### config.mk
export PLATFORM = sky130hd
export DESIGN_NAME = cmo_engine
export DESIGN_NICKNAME = d
export VERILOG_FILES = /design/src/rtl/cmo_pkg.sv /design/src/rtl/cmo_decode.sv /design/src/rtl/cmo_tag_array.sv /design/src/rtl/cmo_engine.sv
export SDC_FILE = /design/constraint.sdc
export NUM_CORES = 1
export LEC_CHECK = 0
export BUFFER_PORTS_ARGS = -buffer_cell sky130_fd_sc_hd__buf_2
export CORE_MARGIN = 1.5
export CORE_UTILIZATION = 53
export CTS_CLUSTER_DIAMETER = 50
export DETAILED_ROUTE_END_ITERATION = 10
export PLACE_DENSITY = 0.74
export SLEW_MARGIN = 20
export SYNTH_ARGS = -nofsm -noshare
export SYNTH_HDL_FRONTEND = slang
export SYNTH_HIERARCHICAL = 1
export SYNTH_SLANG_ARGS = --single-unit
### constraint.sdc
create_clock -name clk -period 7.6 [get_ports clk]
set_input_delay 1.52 -clock clk [delete_from_list [all_inputs] [get_ports clk]]
set_output_delay 1.52 -clock clk [all_outputs]
set_load 0.01 [all_outputs]
### src/rtl/cmo_pkg.sv
package cmo_pkg;
   localparam logic [31:0] ENC_FLUSH     = 32'hFC000073;
   localparam logic [31:0] ENC_DISCARD   = 32'hFC200073;
   localparam logic [31:0] RS1_FIELD_MSK = 32'h000F8000;
   localparam logic [1:0]  PRIV_MACHINE  = 2'b11;
   localparam logic [3:0]  CAUSE_ILLEGAL = 4'd2;
   localparam logic [3:0]  CAUSE_ST_ACC  = 4'd7;
   localparam logic [3:0]  CAUSE_ST_PAGE = 4'd15;

   typedef enum logic [1:0] {OP_NONE, OP_FLUSH, OP_DISCARD} cmo_op_e;
   typedef enum logic [1:0] {ST_IDLE, ST_WALK, ST_LINE_WB} cmo_state_e;
endpackage

### src/rtl/cmo_decode.sv
module cmo_decode
   import cmo_pkg::*;
(
   input  logic [31:0] insn,
   output cmo_op_e     op,
   output logic        all_lines
);
   logic [31:0] base;

   always_comb begin
      base = insn & ~RS1_FIELD_MSK;
      if (base == ENC_FLUSH)        op = OP_FLUSH;
      else if (base == ENC_DISCARD) op = OP_DISCARD;
      else                          op = OP_NONE;
      all_lines = (insn[19:15] == 5'd0);
   end
endmodule

### src/rtl/cmo_tag_array.sv
module cmo_tag_array #(
   parameter int SETS  = 8,
   parameter int TAG_W = 25,
   localparam int IDX_W = $clog2(SETS)
) (
   input  logic             clk,
   input  logic             rst_n,
   input  logic [IDX_W-1:0] a_idx,
   output logic             a_valid,
   output logic             a_dirty,
   output logic [TAG_W-1:0] a_tag,
   input  logic [IDX_W-1:0] b_idx,
   output logic             b_valid,
   output logic             b_dirty,
   output logic [TAG_W-1:0] b_tag,
   input  logic             inv_en,
   input  logic [IDX_W-1:0] inv_idx,
   input  logic             ins_en,
   input  logic [IDX_W-1:0] ins_idx,
   input  logic [TAG_W-1:0] ins_tag,
   input  logic             ins_dirty
);
   logic [SETS-1:0]            valid_all;
   logic [SETS-1:0]            dirty_all;
   logic [SETS-1:0][TAG_W-1:0] tag_all;

   for (genvar s = 0; s < SETS; s++) begin : g_set
      logic             v_q;
      logic             d_q;
      logic [TAG_W-1:0] t_q;

      always_ff @(posedge clk or negedge rst_n) begin
         if (!rst_n) begin
            v_q <= 1'b0;
            d_q <= 1'b0;
            t_q <= '0;
         end else if (inv_en && inv_idx == IDX_W'(s)) begin
            v_q <= 1'b0;
            d_q <= 1'b0;
         end else if (ins_en && ins_idx == IDX_W'(s)) begin
            v_q <= 1'b1;
            d_q <= ins_dirty;
            t_q <= ins_tag;
         end
      end

      assign valid_all[s] = v_q;
      assign dirty_all[s] = d_q;
      assign tag_all[s]   = t_q;
   end

   assign a_valid = valid_all[a_idx];
   assign a_dirty = dirty_all[a_idx];
   assign a_tag   = tag_all[a_idx];
   assign b_valid = valid_all[b_idx];
   assign b_dirty = dirty_all[b_idx];
   assign b_tag   = tag_all[b_idx];
endmodule

### src/rtl/cmo_engine.sv
module cmo_engine
   import cmo_pkg::*;
#(
   parameter int ADDR_W     = 32,
   parameter int LINE_BYTES = 16,
   parameter int SETS       = 8,
   localparam int OFF_W     = $clog2(LINE_BYTES),
   localparam int IDX_W     = $clog2(SETS),
   localparam int TAG_W     = ADDR_W - IDX_W - OFF_W,
   localparam int LINE_W    = ADDR_W - OFF_W
) (
   input  logic              clk,
   input  logic              rst_n,
   input  logic              req_valid,
   input  logic [31:0]       req_insn,
   input  logic [ADDR_W-1:0] req_rs1,
   input  logic [1:0]        req_priv,
   input  logic              req_wr_ok,
   input  logic              req_cacheable,
   input  logic              req_xlate_fault,
   output logic              busy,
   output logic              done,
   output logic              exc_valid,
   output logic [3:0]        exc_cause,
   output logic              wb_req,
   output logic [ADDR_W-1:0] wb_addr,
   input  logic              wb_ack,
   input  logic              fill_en,
   input  logic [LINE_W-1:0] fill_line,
   input  logic              fill_dirty,
   input  logic [LINE_W-1:0] probe_line,
   output logic              probe_hit,
   output logic              probe_dirty
);
   if (SETS < 2 || (1 << IDX_W) != SETS) begin : g_bad_sets
      $error("SETS must be a power of two of at least 2");
   end
   if (LINE_BYTES < 4 || (1 << OFF_W) != LINE_BYTES) begin : g_bad_line
      $error("LINE_BYTES must be a power of two of at least 4");
   end
   if (TAG_W < 1) begin : g_bad_addr
      $error("ADDR_W too small for the chosen geometry");
   end

   cmo_state_e       state_q, state_d;
   logic             flush_q, flush_d;
   logic [IDX_W-1:0] idx_q, idx_d;
   logic             done_d, exc_d;
   logic [3:0]       cause_d;

   cmo_op_e          op;
   logic             all_lines;
   logic [IDX_W-1:0] req_idx;
   logic [TAG_W-1:0] req_tag;
   logic [IDX_W-1:0] rd_idx;
   logic             a_valid, a_dirty, b_valid, b_dirty;
   logic [TAG_W-1:0] a_tag, b_tag;
   logic             inv_en;
   logic             accept;
   logic             last_idx;

   cmo_decode u_dec (
      .insn      (req_insn),
      .op        (op),
      .all_lines (all_lines)
   );

   assign req_idx  = req_rs1[OFF_W +: IDX_W];
   assign req_tag  = req_rs1[ADDR_W-1 -: TAG_W];
   assign rd_idx   = (state_q == ST_IDLE) ? req_idx : idx_q;
   assign accept   = req_valid && (state_q == ST_IDLE) && (op != OP_NONE);
   assign last_idx = (idx_q == IDX_W'(SETS - 1));

   cmo_tag_array #(.SETS(SETS), .TAG_W(TAG_W)) u_arr (
      .clk       (clk),
      .rst_n     (rst_n),
      .a_idx     (rd_idx),
      .a_valid   (a_valid),
      .a_dirty   (a_dirty),
      .a_tag     (a_tag),
      .b_idx     (probe_line[IDX_W-1:0]),
      .b_valid   (b_valid),
      .b_dirty   (b_dirty),
      .b_tag     (b_tag),
      .inv_en    (inv_en),
      .inv_idx   (rd_idx),
      .ins_en    (fill_en),
      .ins_idx   (fill_line[IDX_W-1:0]),
      .ins_tag   (fill_line[LINE_W-1 -: TAG_W]),
      .ins_dirty (fill_dirty)
   );

   assign probe_hit   = b_valid && (b_tag == probe_line[LINE_W-1 -: TAG_W]);
   assign probe_dirty = probe_hit && b_dirty;

   always_comb begin
      state_d = state_q;
      flush_d = flush_q;
      idx_d   = idx_q;
      done_d  = 1'b0;
      exc_d   = 1'b0;
      cause_d = exc_cause;
      inv_en  = 1'b0;
      unique case (state_q)
         ST_IDLE: begin
            if (accept) begin
               flush_d = (op == OP_FLUSH);
               if (req_priv != PRIV_MACHINE) begin
                  exc_d   = 1'b1;
                  cause_d = CAUSE_ILLEGAL;
               end else if (all_lines) begin
                  state_d = ST_WALK;
                  idx_d   = '0;
               end else if (!req_wr_ok) begin
                  exc_d   = 1'b1;
                  cause_d = req_xlate_fault ? CAUSE_ST_PAGE : CAUSE_ST_ACC;
               end else if (!req_cacheable || !a_valid || a_tag != req_tag) begin
                  done_d = 1'b1;
               end else if (op == OP_FLUSH && a_dirty) begin
                  state_d = ST_LINE_WB;
                  idx_d   = req_idx;
               end else begin
                  inv_en = 1'b1;
                  done_d = 1'b1;
               end
            end
         end
         ST_WALK: begin
            if (!(flush_q && a_valid && a_dirty) || wb_ack) begin
               inv_en = 1'b1;
               if (last_idx) begin
                  state_d = ST_IDLE;
                  done_d  = 1'b1;
               end else begin
                  idx_d = idx_q + 1'b1;
               end
            end
         end
         ST_LINE_WB: begin
            if (wb_ack) begin
               inv_en  = 1'b1;
               done_d  = 1'b1;
               state_d = ST_IDLE;
            end
         end
         default: state_d = ST_IDLE;
      endcase
   end

   always_ff @(posedge clk or negedge rst_n) begin
      if (!rst_n) begin
         state_q   <= ST_IDLE;
         flush_q   <= 1'b0;
         idx_q     <= '0;
         done      <= 1'b0;
         exc_valid <= 1'b0;
         exc_cause <= 4'd0;
      end else begin
         state_q   <= state_d;
         flush_q   <= flush_d;
         idx_q     <= idx_d;
         done      <= done_d;
         exc_valid <= exc_d;
         exc_cause <= cause_d;
      end
   end

   assign busy    = (state_q != ST_IDLE);
   assign wb_req  = (state_q == ST_LINE_WB) ||
                    (state_q == ST_WALK && flush_q && a_valid && a_dirty);
   assign wb_addr = {a_tag, idx_q, {OFF_W{1'b0}}};
endmodule

---- Word level (Yosys, flattened, before mapping) ----
Index checks and enable logic that the tools add are counted.
operators by class
  order comparisons ....................... 2
  eq/ne operators ......................... 34
  bitwise operators ....................... 8
  reduce and logical (&&, ||, !) cells .... 60
  mux-type cells .......................... 92
  $add $sub $neg .......................... 1
operator list
  cell                                                        number
  binary-select mux 25 bit (select 3 bit)                     2
  2-to-1 mux 1 bit                                            56
  equality test 27 bit, second input constant                 2
  2-to-1 mux 25 bit                                           2
  equality test 3 bit, second input constant                  9
  2-to-1 mux 3 bit                                            9
  logical AND 1 bit                                           26
  equality test 25 bit                                        1
  inequality test 25 bit                                      1
  2-to-1 mux 2 bit                                            11
  nonzero test 2 bit                                          11
  AND reduction 2 bit                                         9
  2-to-1 mux 4 bit                                            4
  AND reduction 8 bit                                         2
  inequality test 2 bit, second input constant                7
  binary-select mux 1 bit (select 3 bit)                      4
  equality test 3 x 2 -> 1 bit, second input constant         4
  less-than comparator 3 x 4 -> 1 bit, second input constant  2
  inverter 1 bit                                              8
  equality test 3 x 1 -> 1 bit, second input constant         2
  zero test 3 bit                                             2
  inequality test 3 bit, second input constant                2
  one-hot mux 1 bit (3 select lines)                          2
  one-hot mux 2 bit (3 select lines)                          1
  11 further kinds                                            18
storage, ports and cells
  output and inout port bits .............. 42
  input port bits ......................... 131
  bits in registers ....................... 228
  logic and storage cells ................. 227

---- Depth between registers and ports, before layout ----
  word-level depth ........................ 16
  depth in mapped cells ................... 19
  mapped depth without buffers ............ 13

---- Cells and area by module ----
Netlist, hierarchy kept.
modules (own cells, without submodules)
  module         times used  area an instance (µm²)  cells each  sequential area each (µm²)
  cmo_tag_array  1           11791.3                 685         5405.2
  cmo_engine     1           1478.9                  175         275.3
  cmo_decode     1           93.8                    14          0.0

---- Worst setup path before layout ----
Ideal clock, no wire load.
  path kind ............................... input-to-output
  start ................................... input port probe_line[0]
  end ..................................... output port probe_dirty
  cell stages on the path ................. 9
  data required time ...................... 6.080 ns
  arrival ................................. 4.116 ns
  path slack .............................. 1.964 ns
  buffers on the path ..................... 2
  path through ............................ buf_2 -> buf_4 -> mux4_2 -> mux2_2 -> xnor2_1 -> nand4_1 -> or4_1 -> nor4_1 -> and2_1
on the way
  longest elaborated chain between the ends .. 5
  elaborated cells on any way between the ends .. 9
  classes of those cells .................. 1 x eq/ne; 6 x mux; 2 x reduce/logical
RTL lines
  what                                     RTL line             RTL
  start, declared                          cmo_engine.sv:31     input logic [LINE_W-1:0] probe_line,
  binary-select mux 25 bit (select 3 bit)  cmo_tag_array.sv:57  assign b_tag = tag_all[b_idx];
  2-to-1 mux 25 bit (implied by the code)  cmo_tag_array.sv:57
  named net b_tag[10]                      cmo_engine.sv:57     logic [TAG_W-1:0] a_tag, b_tag;
  equality test 25 bit                     cmo_engine.sv:93     assign probe_hit = b_valid && (b_tag == probe_line[LINE_W-1 -: TAG_W]);
  logical AND 1 bit                        cmo_engine.sv:93
  named net probe_hit                      cmo_engine.sv:32     output logic probe_hit,
  logical AND 1 bit                        cmo_engine.sv:94     assign probe_dirty = probe_hit && b_dirty;
  end, declared                            cmo_engine.sv:33     output logic probe_dirty
The timed path passes the listed nets, and every way through them passes these cells. The select of a mux whose other input is x is not followed.

---- Final worst setup path ----
  start ................................... input port probe_line[0]
  end ..................................... output port probe_dirty
on the way
  longest elaborated chain between the ends .. 5
  elaborated cells on any way between the ends .. 9
  classes of those cells .................. 1 x eq/ne; 6 x mux; 2 x reduce/logical
RTL lines
  what                                     RTL line
  binary-select mux 25 bit (select 3 bit)  cmo_tag_array.sv:57
  2-to-1 mux 25 bit (implied by the code)  cmo_tag_array.sv:57
  named net b_tag[21]                      cmo_engine.sv:57
  equality test 25 bit                     cmo_engine.sv:93
  logical AND 1 bit                        cmo_engine.sv:93
  logical AND 1 bit                        cmo_engine.sv:94
The timed path passes the listed nets, and every way through them passes these cells. The select of a mux whose other input is x is not followed.

==> impl_results.rst <==
.. list-table::
   :header-rows: 1

   * - Metric
     - Value
   * - Outcome
     - completed
   * - Final Net Count
     - 1,165
   * - Seq cells post-synth
     - 227
   * - Number of endpoints with negative hold slack in the final report
     - 0
   * - Longest individual stage delay on the worst path
     - 540 ps
   * - Final Slew Violations
     - 0
   * - Critical Path RT
     - 6080 ps
   * - List of cells traversed by the critical path
     - buf_4 > buf_12 > mux4_2 > mux2_2 > xnor2_1 > nand4_1 > or4_1 > nor4_1 > and2_1 > buf_2
   * - Wire length of the first global-routing pass
     - 50,920 um
   * - Routed met3 length
     - 2075 um
   * - Number of design rule violations left after detail routing
     - 0
   * - Final ANT Viol Nets
     - 0
   * - CP delay by family, top
     - simple AND/OR/NAND/NOR gates
   * - Number of setup buffers added after CTS
     - 0
   * - Number of cells in the design after placement
     - 1,324
   * - Non-filler cells, final
     - 1,380
   * - Sequential share of the synthesized area
     - 0.4251
   * - Fin Setup TNS
     - 0 ps
   * - Cell area power density
     - 266.3 mW/mm^2
   * - Worst Hold Path EP
     - exc_cause[1]
   * - Maximum fanout along the worst path
     - 20
   * - Core region area
     - 0.02453 sq mm
   * - Number of cells on the worst reg-to-reg path
     - 17
   * - Die Y-Extent
     - 161.8 um
   * - Layout cell share with drive strength beyond 1
     - 0.5791
   * - Primary FF master, synth
     - sky130_fd_sc_hd__dfrtp_1
   * - Worst hold path startpoint
     - exc_cause[1]
   * - Max-cap violations
     - 0
   * - Leakage power summed over all cells
     - 0.006531 uW
   * - Clock tree skew after final layout
     - 30.63 ps
   * - Most common library cell in the layout ignoring fill and taps
     - sky130_fd_sc_hd__dfrtp_1
   * - Count of cells along the worst hold path
     - 1
   * - Maximum buffer depth of the clock tree
     - 3
   * - Number of flops mapped to enable cells by yosys
     - 0
   * - Syn Std Cell Area
     - 0.01336 sq mm
   * - Clock sinks
     - 227
   * - Total of endpoints with negative setup slack in the final report
     - 0
   * - Final Wtd Congestion
     - 0.8418
   * - Start of the worst register-to-register path
     - state_q[1]
   * - Die footprint
     - 0.02618 sq mm
   * - Boundary Pins
     - 173
   * - Clock transition at path regs
     - 50 ps
   * - Final total power
     - 4116 uW
   * - Unrepaired setup endpoints after global routing
     - false
   * - Utilization after layout
     - 0.6300
   * - Remaining global-route overflow
     - 0
   * - Initial DRC count
     - 448
   * - TritonCTS clock tree
     - built
   * - Critical R2R Capture
     - u_arr/g_set[0].t_q[22]
   * - Number of global-route vias before repair
     - 8,739
   * - Class of the tightest hold or removal check
     - reg2reg
   * - H-Tree Depth
     - 1
   * - Buffers and inverters on the worst path
     - 3
   * - Slack of the worst reg-to-reg path
     - 1800 ps
   * - Largest net degree at the start of global routing
     - 91
   * - Clock Latency Late Sink
     - 570 ps
   * - Number of cells upsized or downsized after cts
     - 0
   * - Clock root buffer
     - sky130_fd_sc_hd__clkbuf_16
   * - Global Route Usage Sum
     - 0.2583
   * - Peak VDD IR
     - 0.0001967 V
   * - Transition time of the tightest slew-check pin
     - 1148 ps
   * - Library cells used by synthesis
     - 62
   * - Arrival time at the worst endpoint
     - 4740 ps
   * - Area added between synthesis and finish
     - 15.66%
   * - Achievable Freq
     - 0.1598 GHz
   * - Minimum clock period
     - 6256 ps
   * - Met2 Routed Length
     - 16,120 um
   * - M1 WL
     - 14,150 um
   * - Vias
     - 8,425
   * - Per-cell routed wire length
     - 23.99 um
   * - Number of placement rows
     - 57
   * - Hold buffers post-CTS
     - 0
   * - Warnings, synthesis
     - 6
   * - Classification of the worst setup path
     - in2out
   * - Vias per cell
     - 6.105
   * - Count of buffers inserted at the top-level ports
     - 164
   * - Worst max-slew margin expressed relative to the limit
     - 0.2328
   * - Ys async rst share
     - 1.000
   * - Starting Density
     - 0.5447
   * - First-pass detailed-route iteration total
     - 5
   * - Top layer reached by signal wires
     - met4
   * - Cts bufs inserted
     - 30
   * - Post-Synthesis Mean Instance Area
     - 15.29 sq um
   * - Detailed placer's ending HPWL
     - 21,410 um
   * - Final Routed Wirelength
     - 33,110 um
   * - Category of the worst setup path capture point
     - output port
   * - Die extent in x
     - 161.8 um
   * - Initial antenna violation count
     - 1
   * - Type of origin of the critical path
     - input pin
   * - Cell type of the slowest stage on the worst timing path
     - sky130_fd_sc_hd__or4_1
   * - Number of instances in the synthesized netlist
     - 874
   * - Final clock period utilization by the worst path
     - 0.8232
   * - Commonest cells after routing, fill and taps aside
     - sky130_fd_sc_hd__dfrtp_1, sky130_fd_sc_hd__mux2_2, sky130_fd_sc_hd__buf_2
-- area by class of cell --
| type | count | area [sq um] |
|---|---|---|
| clock buffer | 33 | 762.0 |
| antenna | 1 | 2.502 |
| multi-input combinational | 577 | 7274 |
| tap | 324 | 405.4 |
| timing repair buffer | 183 | 1026 |
| clock inverter | 22 | 257.7 |
| sequential | 227 | 5680 |
| fill | 1852 | 9076 |
| inverter | 13 | 48.80 |
-- layer usage --
metal | GRT usage | vias up
li1 | - | 3685
met1 | 0.3558 | 4408
met2 | 0.4280 | 283
met3 | 0.04418 | 49
met4 | 0.06756 | 0
met5 | 0 | -
-- cell families after synthesis --
kind of cell / after synthesis / share of synthesized area
mux: 375 / 0.4287
fa+ha+maj: 2 / 0.001872
buf+inv: 73 / 0.03679
simple gates: 110 / 0.05533
other cells: 1 / 0.0002806
flops: 227 / 0.4251
xor+xnor: 50 / 0.03277
compound gates: 36 / 0.01919
-- metrics by stage --
stage	setup WS [ps]	hold slack [ps]	area (sq um)
global placement	1252	448.8	14440
global route	1066	510.9	15450
detailed placement	1257	456.6	14440
floorplan	1964	470.1	13380
finish	1344	461.6	15460
CTS	1254	472.0	15450
-- power by group --
part	switching [uW]	total, uW	internal, uW
clock network	578	1420	844
registers	184	1640	1460
logic	405	1050	646
-- cells in the mapped netlist (2+ instances only) --
master | number | share of area
sky130_fd_sc_hd__nor4b_2 | 2 | 0.0022
sky130_fd_sc_hd__and4bb_1 | 3 | 0.0028
sky130_fd_sc_hd__o21ai_0 | 7 | 0.0026
sky130_fd_sc_hd__buf_1 | 12 | 0.0034
sky130_fd_sc_hd__nor2_2 | 2 | 0.00094
sky130_fd_sc_hd__and2_1 | 2 | 0.00094
sky130_fd_sc_hd__nand2_1 | 9 | 0.0025
sky130_fd_sc_hd__and4bb_2 | 3 | 0.0028
sky130_fd_sc_hd__mux4_2 | 108 | 0.18
sky130_fd_sc_hd__buf_4 | 21 | 0.012
sky130_fd_sc_hd__xnor2_1 | 50 | 0.033
sky130_fd_sc_hd__a21oi_1 | 9 | 0.0034
sky130_fd_sc_hd__buf_12 | 2 | 0.0030
sky130_fd_sc_hd__nor2b_1 | 6 | 0.0028
sky130_fd_sc_hd__nor4bb_1 | 2 | 0.0015
sky130_fd_sc_hd__a31oi_1 | 4 | 0.0019
sky130_fd_sc_hd__buf_6 | 12 | 0.010
sky130_fd_sc_hd__nand4b_1 | 5 | 0.0033
sky130_fd_sc_hd__mux2_4 | 81 | 0.091
sky130_fd_sc_hd__a311oi_1 | 2 | 0.0013
sky130_fd_sc_hd__nand3b_1 | 2 | 0.0011
sky130_fd_sc_hd__nor4_1 | 4 | 0.0019
sky130_fd_sc_hd__o2111a_1 | 2 | 0.0017
sky130_fd_sc_hd__clkbuf_2 | 2 | 0.00075
sky130_fd_sc_hd__nand2b_1 | 3 | 0.0014
sky130_fd_sc_hd__nand3_1 | 7 | 0.0026
sky130_fd_sc_hd__nand4_1 | 16 | 0.0075
sky130_fd_sc_hd__mux2_2 | 164 | 0.14
sky130_fd_sc_hd__mux2_1 | 11 | 0.0093
sky130_fd_sc_hd__or4_1 | 3 | 0.0017
sky130_fd_sc_hd__inv_1 | 13 | 0.0037
sky130_fd_sc_hd__clkbuf_1 | 7 | 0.0020
sky130_fd_sc_hd__mux2i_1 | 11 | 0.0082
sky130_fd_sc_hd__dfrtp_1 | 227 | 0.43
sky130_fd_sc_hd__ha_1 | 2 | 0.0019
sky130_fd_sc_hd__buf_2 | 3 | 0.0011
sky130_fd_sc_hd__o21bai_1 | 2 | 0.0011
sky130_fd_sc_hd__nor2_4 | 2 | 0.0017
sky130_fd_sc_hd__and4b_1 | 4 | 0.0030
sky130_fd_sc_hd__nor2_1 | 25 | 0.0070
-- worst max path at each step --
| stage | from | endpoint | slack [ps] | cells past startpoint |
|---|---|---|---|---|
| after floorplan | probe_line[0] | probe_dirty | 1960 | 9 |
| after global placement | probe_line[0] | probe_dirty | 1250 | 10 |
| after detailed placement | probe_line[0] | probe_dirty | 1260 | 10 |
| after CTS | probe_line[0] | probe_dirty | 1250 | 10 |
| after global routing | probe_line[0] | probe_dirty | 1070 | 10 |
| final | probe_line[0] | probe_dirty | 1340 | 10 |
-- registers in the layout (all words and copies together), names as in the netlist --
signal / cells
u_arr/g_set.t_q: 200
u_arr/g_set.d_q: 8
u_arr/g_set.v_q: 8
exc_cause: 3
idx_q: 3
state_q: 2
done: 1
exc_valid: 1
flush_q: 1
Power figures use the tool's default switching activity.
